File: src/rtl/lgi_pkg.sv
package lgi_pkg;
  localparam int unsigned REG_W  = 32;
  localparam int unsigned ADDR_W = 5;

  // pin group
  localparam logic [ADDR_W-1:0] OFS_DIR   = 5'h00;
  localparam logic [ADDR_W-1:0] OFS_DATA  = 5'h04;
  localparam logic [ADDR_W-1:0] OFS_LEVEL = 5'h08;
  localparam logic [ADDR_W-1:0] OFS_STAT  = 5'h0C;
  // interrupt group
  localparam logic [ADDR_W-1:0] OFS_PEND  = 5'h10;
  localparam logic [ADDR_W-1:0] OFS_MASK  = 5'h18;

  typedef struct packed {
    logic dir;
    logic data;
    logic level;
    logic stat;
    logic pend;
    logic mask;
  } reg_sel_t;

  function automatic reg_sel_t decode_addr(input logic [ADDR_W-1:0] addr);
    reg_sel_t s;
    s       = '0;
    s.dir   = (addr == OFS_DIR);
    s.data  = (addr == OFS_DATA);
    s.level = (addr == OFS_LEVEL);
    s.stat  = (addr == OFS_STAT);
    s.pend  = (addr == OFS_PEND);
    s.mask  = (addr == OFS_MASK);
    return s;
  endfunction
endpackage

File: src/rtl/lgi_sync.sv
module lgi_sync #(
  parameter int unsigned WIDTH  = 32,
  parameter int unsigned STAGES = 2
) (
  input  logic             clk,
  input  logic             rst_n,
  input  logic [WIDTH-1:0] async_in,
  output logic [WIDTH-1:0] sync_out
);
  logic [WIDTH-1:0] stage_q [STAGES];
  logic [WIDTH-1:0] stage_d [STAGES];

  always_comb begin
    stage_d[0] = async_in;
    for (int s = 1; s < STAGES; s++) begin
      stage_d[s] = stage_q[s-1];
    end
  end

  always_ff @(posedge clk or negedge rst_n) begin
    if (!rst_n) begin
      for (int s = 0; s < STAGES; s++) begin
        stage_q[s] <= '0;
      end
    end else begin
      for (int s = 0; s < STAGES; s++) begin
        stage_q[s] <= stage_d[s];
      end
    end
  end

  assign sync_out = stage_q[STAGES-1];
endmodule

File: src/rtl/lgi_regfile.sv
module lgi_regfile
  import lgi_pkg::*;
#(
  parameter int unsigned NUM_PINS = 32
) (
  input  logic                clk,
  input  logic                rst_n,
  input  logic                wr_en,
  input  reg_sel_t            sel,
  input  logic [NUM_PINS-1:0] wdata,
  output logic [NUM_PINS-1:0] dir_q,
  output logic [NUM_PINS-1:0] out_q,
  output logic [NUM_PINS-1:0] level_q,
  output logic [NUM_PINS-1:0] mask_q
);
  logic dir_en, out_en, level_en, mask_en;
  logic [NUM_PINS-1:0] dir_d, out_d, level_d, mask_d;

  always_comb begin
    dir_en   = wr_en && sel.dir;
    out_en   = wr_en && sel.data;
    level_en = wr_en && sel.level;
    mask_en  = wr_en && sel.mask;
    dir_d    = dir_en   ? wdata : dir_q;
    out_d    = out_en   ? wdata : out_q;
    level_d  = level_en ? wdata : level_q;
    mask_d   = mask_en  ? wdata : mask_q;
  end

  always_ff @(posedge clk or negedge rst_n) begin
    if (!rst_n) begin
      dir_q   <= '0;
      out_q   <= '0;
      level_q <= '0;
      mask_q  <= '1;
    end else begin
      dir_q   <= dir_d;
      out_q   <= out_d;
      level_q <= level_d;
      mask_q  <= mask_d;
    end
  end
endmodule

File: src/rtl/lgi_irq_status.sv
module lgi_irq_status #(
  parameter int unsigned NUM_PINS = 32
) (
  input  logic                clk,
  input  logic                rst_n,
  input  logic [NUM_PINS-1:0] pin_sync,
  input  logic [NUM_PINS-1:0] level_q,
  input  logic [NUM_PINS-1:0] mask_q,
  input  logic                ack_wr,
  input  logic [NUM_PINS-1:0] ack_data,
  output logic [NUM_PINS-1:0] status_q,
  output logic                irq
);
  logic [NUM_PINS-1:0] hit;
  logic [NUM_PINS-1:0] keep;
  logic [NUM_PINS-1:0] status_d;

  always_comb begin
    hit      = ~(pin_sync ^ level_q);
    keep     = ack_wr ? ack_data : '1;
    status_d = (status_q & keep) | hit;
  end

  always_ff @(posedge clk or negedge rst_n) begin
    if (!rst_n) begin
      status_q <= '0;
    end else begin
      status_q <= status_d;
    end
  end

  assign irq = |(status_q & ~mask_q);
endmodule

File: src/rtl/lgi_rdmux.sv
module lgi_rdmux
  import lgi_pkg::*;
#(
  parameter int unsigned NUM_PINS = 32
) (
  input  reg_sel_t            sel,
  input  logic [NUM_PINS-1:0] dir_q,
  input  logic [NUM_PINS-1:0] out_q,
  input  logic [NUM_PINS-1:0] pin_sync,
  input  logic [NUM_PINS-1:0] level_q,
  input  logic [NUM_PINS-1:0] status_q,
  input  logic [NUM_PINS-1:0] mask_q,
  output logic [REG_W-1:0]    rdata
);
  logic [NUM_PINS-1:0] data_view;
  logic [NUM_PINS-1:0] picked;

  always_comb begin
    data_view = (dir_q & out_q) | (~dir_q & pin_sync);
    picked    = '0;
    if (sel.dir)   picked = dir_q;
    if (sel.data)  picked = data_view;
    if (sel.level) picked = level_q;
    if (sel.stat)  picked = status_q;
    if (sel.pend)  picked = status_q;
    if (sel.mask)  picked = mask_q;
    rdata = REG_W'(picked);
  end
endmodule

File: src/rtl/lvl_gpio_irq_ctrl.sv
module lvl_gpio_irq_ctrl
  import lgi_pkg::*;
#(
  parameter int unsigned NUM_PINS    = 32,
  parameter int unsigned SYNC_STAGES = 2
) (
  input  logic                clk,
  input  logic                rst_n,
  input  logic [ADDR_W-1:0]   reg_addr,
  input  logic                reg_wr,
  input  logic [REG_W-1:0]    reg_wdata,
  output logic [REG_W-1:0]    reg_rdata,
  input  logic [NUM_PINS-1:0] pin_in,
  output logic [NUM_PINS-1:0] pin_out,
  output logic [NUM_PINS-1:0] pin_oe,
  output logic                irq_out
);
  logic [1:0]          rst_pipe_q;
  logic                rst_n_sync;
  reg_sel_t            sel;
  logic [NUM_PINS-1:0] wdata_pins;
  logic [NUM_PINS-1:0] pin_sync;
  logic [NUM_PINS-1:0] dir_q, out_q, level_q, mask_q, status_q;

  // asynchronous assert, synchronous release
  always_ff @(posedge clk or negedge rst_n) begin
    if (!rst_n) begin
      rst_pipe_q <= 2'b00;
    end else begin
      rst_pipe_q <= {rst_pipe_q[0], 1'b1};
    end
  end
  assign rst_n_sync = rst_pipe_q[1];

  assign sel        = decode_addr(reg_addr);
  assign wdata_pins = reg_wdata[NUM_PINS-1:0];

  lgi_sync #(.WIDTH(NUM_PINS), .STAGES(SYNC_STAGES)) sync_i (
    .clk(clk), .rst_n(rst_n_sync), .async_in(pin_in), .sync_out(pin_sync)
  );

  lgi_regfile #(.NUM_PINS(NUM_PINS)) regs_i (
    .clk(clk), .rst_n(rst_n_sync), .wr_en(reg_wr), .sel(sel),
    .wdata(wdata_pins), .dir_q(dir_q), .out_q(out_q),
    .level_q(level_q), .mask_q(mask_q)
  );

  lgi_irq_status #(.NUM_PINS(NUM_PINS)) stat_i (
    .clk(clk), .rst_n(rst_n_sync), .pin_sync(pin_sync), .level_q(level_q),
    .mask_q(mask_q), .ack_wr(reg_wr && sel.stat), .ack_data(wdata_pins),
    .status_q(status_q), .irq(irq_out)
  );

  lgi_rdmux #(.NUM_PINS(NUM_PINS)) rd_i (
    .sel(sel), .dir_q(dir_q), .out_q(out_q), .pin_sync(pin_sync),
    .level_q(level_q), .status_q(status_q), .mask_q(mask_q),
    .rdata(reg_rdata)
  );

  assign pin_oe  = dir_q;
  assign pin_out = out_q;
endmodule

File: config.mk
export PLATFORM = sky130hd
export DESIGN_NAME = lvl_gpio_irq_ctrl
export DESIGN_NICKNAME = d
export VERILOG_FILES = /design/src/rtl/lgi_pkg.sv /design/src/rtl/lgi_sync.sv /design/src/rtl/lgi_regfile.sv /design/src/rtl/lgi_irq_status.sv /design/src/rtl/lgi_rdmux.sv /design/src/rtl/lvl_gpio_irq_ctrl.sv
export SDC_FILE = /design/constraint.sdc
export NUM_CORES = 1
export LEC_CHECK = 0
export ABC_CLOCK_PERIOD_IN_PS = 7140
export CELL_PAD_IN_SITES_DETAIL_PLACEMENT = 1
export CELL_PAD_IN_SITES_GLOBAL_PLACEMENT = 1
export CORE_UTILIZATION = 38
export DETAILED_ROUTE_END_ITERATION = 7
export HOLD_SLACK_MARGIN = 0.08
export PLACE_DENSITY = 0.86
export SYNTH_ARGS = -nofsm -noshare
export SYNTH_HDL_FRONTEND = slang
export SYNTH_SLANG_ARGS = --single-unit
File: constraint.sdc
create_clock -name clk -period 7.14 [get_ports clk]
set_clock_uncertainty 0.05 [all_clocks]
set_input_delay 1.428 -clock clk [delete_from_list [all_inputs] [get_ports clk]]
set_output_delay 1.428 -clock clk [all_outputs]
set_load 0.02 [all_outputs]
==> metrics <==
grt ovf=0; IO buf count=168; post-route cell area=12700 um2; clk sinks=226; yosys warns=0; main flop type after synthesis=dfrtp_1; most frequent cell after synthesis=dfrtp_1; HPWL Detailed=18.3 mm; Synth area leader=dfrtp_1; DP Worst Slack=0.948 ns; num rows=58; hold depth=0; setup TNS=0 ns; largest net degree at the start of global routing=80; Routed Antenna Nets=0; Hold Path Class=reg2reg; Post-Route WL=29.1 mm; final non-filler cell total=1329; Worst setup EP type=primary output; crit share post-route=87.4%; Seq cells post-synth=226; number of cells on the critical path=7; Num CTS Buffers=25; die span in y=164 um; number of distinct library cells after synthesis=31; Area contributors post-synth=dfrtp_1 49%, mux2_2 17%, dfstp_2 8.4%; gpl congestion=0.754; Worst EP required=5.66 ns; Post-Syn Instances=827; Post-synth ARST share=100%; share of cells above drive strength 1=24.1%; max-cap violations=0; Leakage=0.00546 uW; DIE WIDTH=164 um; WS Path Type=in2out; worst skew pair latency=0.51 ns; CORE AREA=25500 um2; unrepaired setup endpoints after global routing=false; most frequent cells after synthesis=194 x dfrtp_1, 151 x mux2_2, 64 x nand2_1, 64 x o21ai_0; Max stage delay cell, worst path=or3_2; antenna diode count=0; DR iter-0 viols=394; nets=1053; first drt pass iteration count=5; crit-path max FO=33; Pins Over Slew Limit=0; Max Buffers Root-to-Sink=3; Slew HR=20.6%; most frequent CP cell=clkdlybuf4s50_1; number of H-tree levels=1; sequential area share after synthesis=57.1%; initial antenna violation count=0; status=completed; CTS tree=yes; detailed-route DRC error count=0; Fmax=0.160 GHz; via count of the first global-routing pass=7988; mapped cell area=9970 um2; Data arrival, critical path=4.76 ns; total track usage=22.2%; worst IR drop on VDD=0.000167 V; die area=26900 um2; area grow syn2layout=27.7%; # Post-CTS Setup Buffers=0; Worst Slack Setup Final=0.900 ns; IO Pins=169; Vias=7276; Final Setup Violations=0; Inst Count DP=1284; slowest stage delay, CP=0.94 ns; nature of the critical path startpoint=input port; R2R depth=1; worst-margin pin slew=1.19 ns; Synth top area share=48.7%; Avg WL per Cell=21.9 um; syn avg cell area=12.1 um2; min Tclk post-route=6.24 ns; CP delay by family, top=buffers and inverters; CP Cell Sequence=clkdlybuf4s50_1 > or3_2 > a21oi_4 > buf_4 > nand3_1 > a31oi_1 > clkdlybuf4s50_1; Crit path buffers/inverters=3; Clock transition at path regs=0.06 ns; Starting Density=39.1%; first-pass GRT wire length=45.9 mm; post-CTS resize count=0; Final Hold Vio Count=0; clk root buf=clkbuf_16; CTS Hold Bufs=0; placed cell areas=11900 um2; syn_nets=899; Post-synth EDFFs=0; pwr dens=283 nW/um2; Hold WS=0.293 ns; via-per-instance ratio=5.47
==> kinds of logic (layout without fill, tap and decap cells) <==
family	Yosys count	after routing	synth area share (%)
buffers and inverters	83	255	3.78
other	1	1	0.0376
XOR/XNOR	32	32	2.81
multiplexers	160	160	18.1
AND/OR/NAND/NOR	179	179	8.45
flip-flops	226	226	57.1
AO/OA/AOI/OAI	146	146	9.72
==> placed cells by master (no fill, tap or decap), types with 33 or more instances in the layout <==
master | Yosys | final
nor2_1 | 34 | 34
nor2b_1 | 33 | 33
o21ai_0 | 64 | 64
nand2_1 | 64 | 64
dfrtp_1 | 194 | 193
clkdlybuf4s50_1 | 0 | 166
mux2_2 | 151 | 151
==> layout make-up <==
type,count,area (um2)
clock buffer,41,766
clock inverter,4,70.1
fill,2635,12700
inverter,32,120
multi-input combinational,518,3920
sequential,226,5700
tap,330,413
timing repair buffer,178,1750
==> where the power goes <==
part           total, uW  internal (uW)  switching [uW]
Clock               1310            799             507
Sequential          1630           1470             160
Combinational        663            359             304
==> final timing paths <==
path                                        to                from  slack [ns]
hold / removal             sync_i.sync_out[16]  sync_i.stage_d[16]        0.29
hold reg to reg            sync_i.sync_out[16]  sync_i.stage_d[16]        0.29
setup reg to reg            sync_i.sync_out[0]       rst_pipe_q[1]        4.98
max in group asynchronous   sync_i.sync_out[0]       rst_pipe_q[1]        4.98
setup / recovery                 reg_rdata[26]         reg_addr[4]        0.90
min in group asynchronous  sync_i.sync_out[16]       rst_pipe_q[1]        0.46
==> flip-flops by register name, summed over array words and instances (netlist names) <==
register         cells
regs_i.out_q        32
sync_i.sync_out     32
regs_i.mask_q       32
rst_pipe_q           2
sync_i.stage_d      32
regs_i.level_q      32
regs_i.dir_q        32
stat_i.status_q     32
==> metal layers <==
metal | up-vias | part of all wire (%) | GRT usage, %
met5 | - | 0 | 0
met4 | 0 | 1.8 | 5.43
met3 | 41 | 4.6 | 2.47
met2 | 234 | 49 | 37.7
met1 | 3767 | 44 | 30.4
li1 | 3234 | - | -
==> per-stage QoR <==
stage          utilization [%]  power [uW]
3_3_place_gp              46.7        2290
6_report                  50.0        3600
5_1_grt                   50.0        3760
2_1_floorplan                -        1980
3_5_place_dp              46.7        2320
4_1_cts                   50.0        3640
Note: power is estimated with default switching activity, not from simulation.
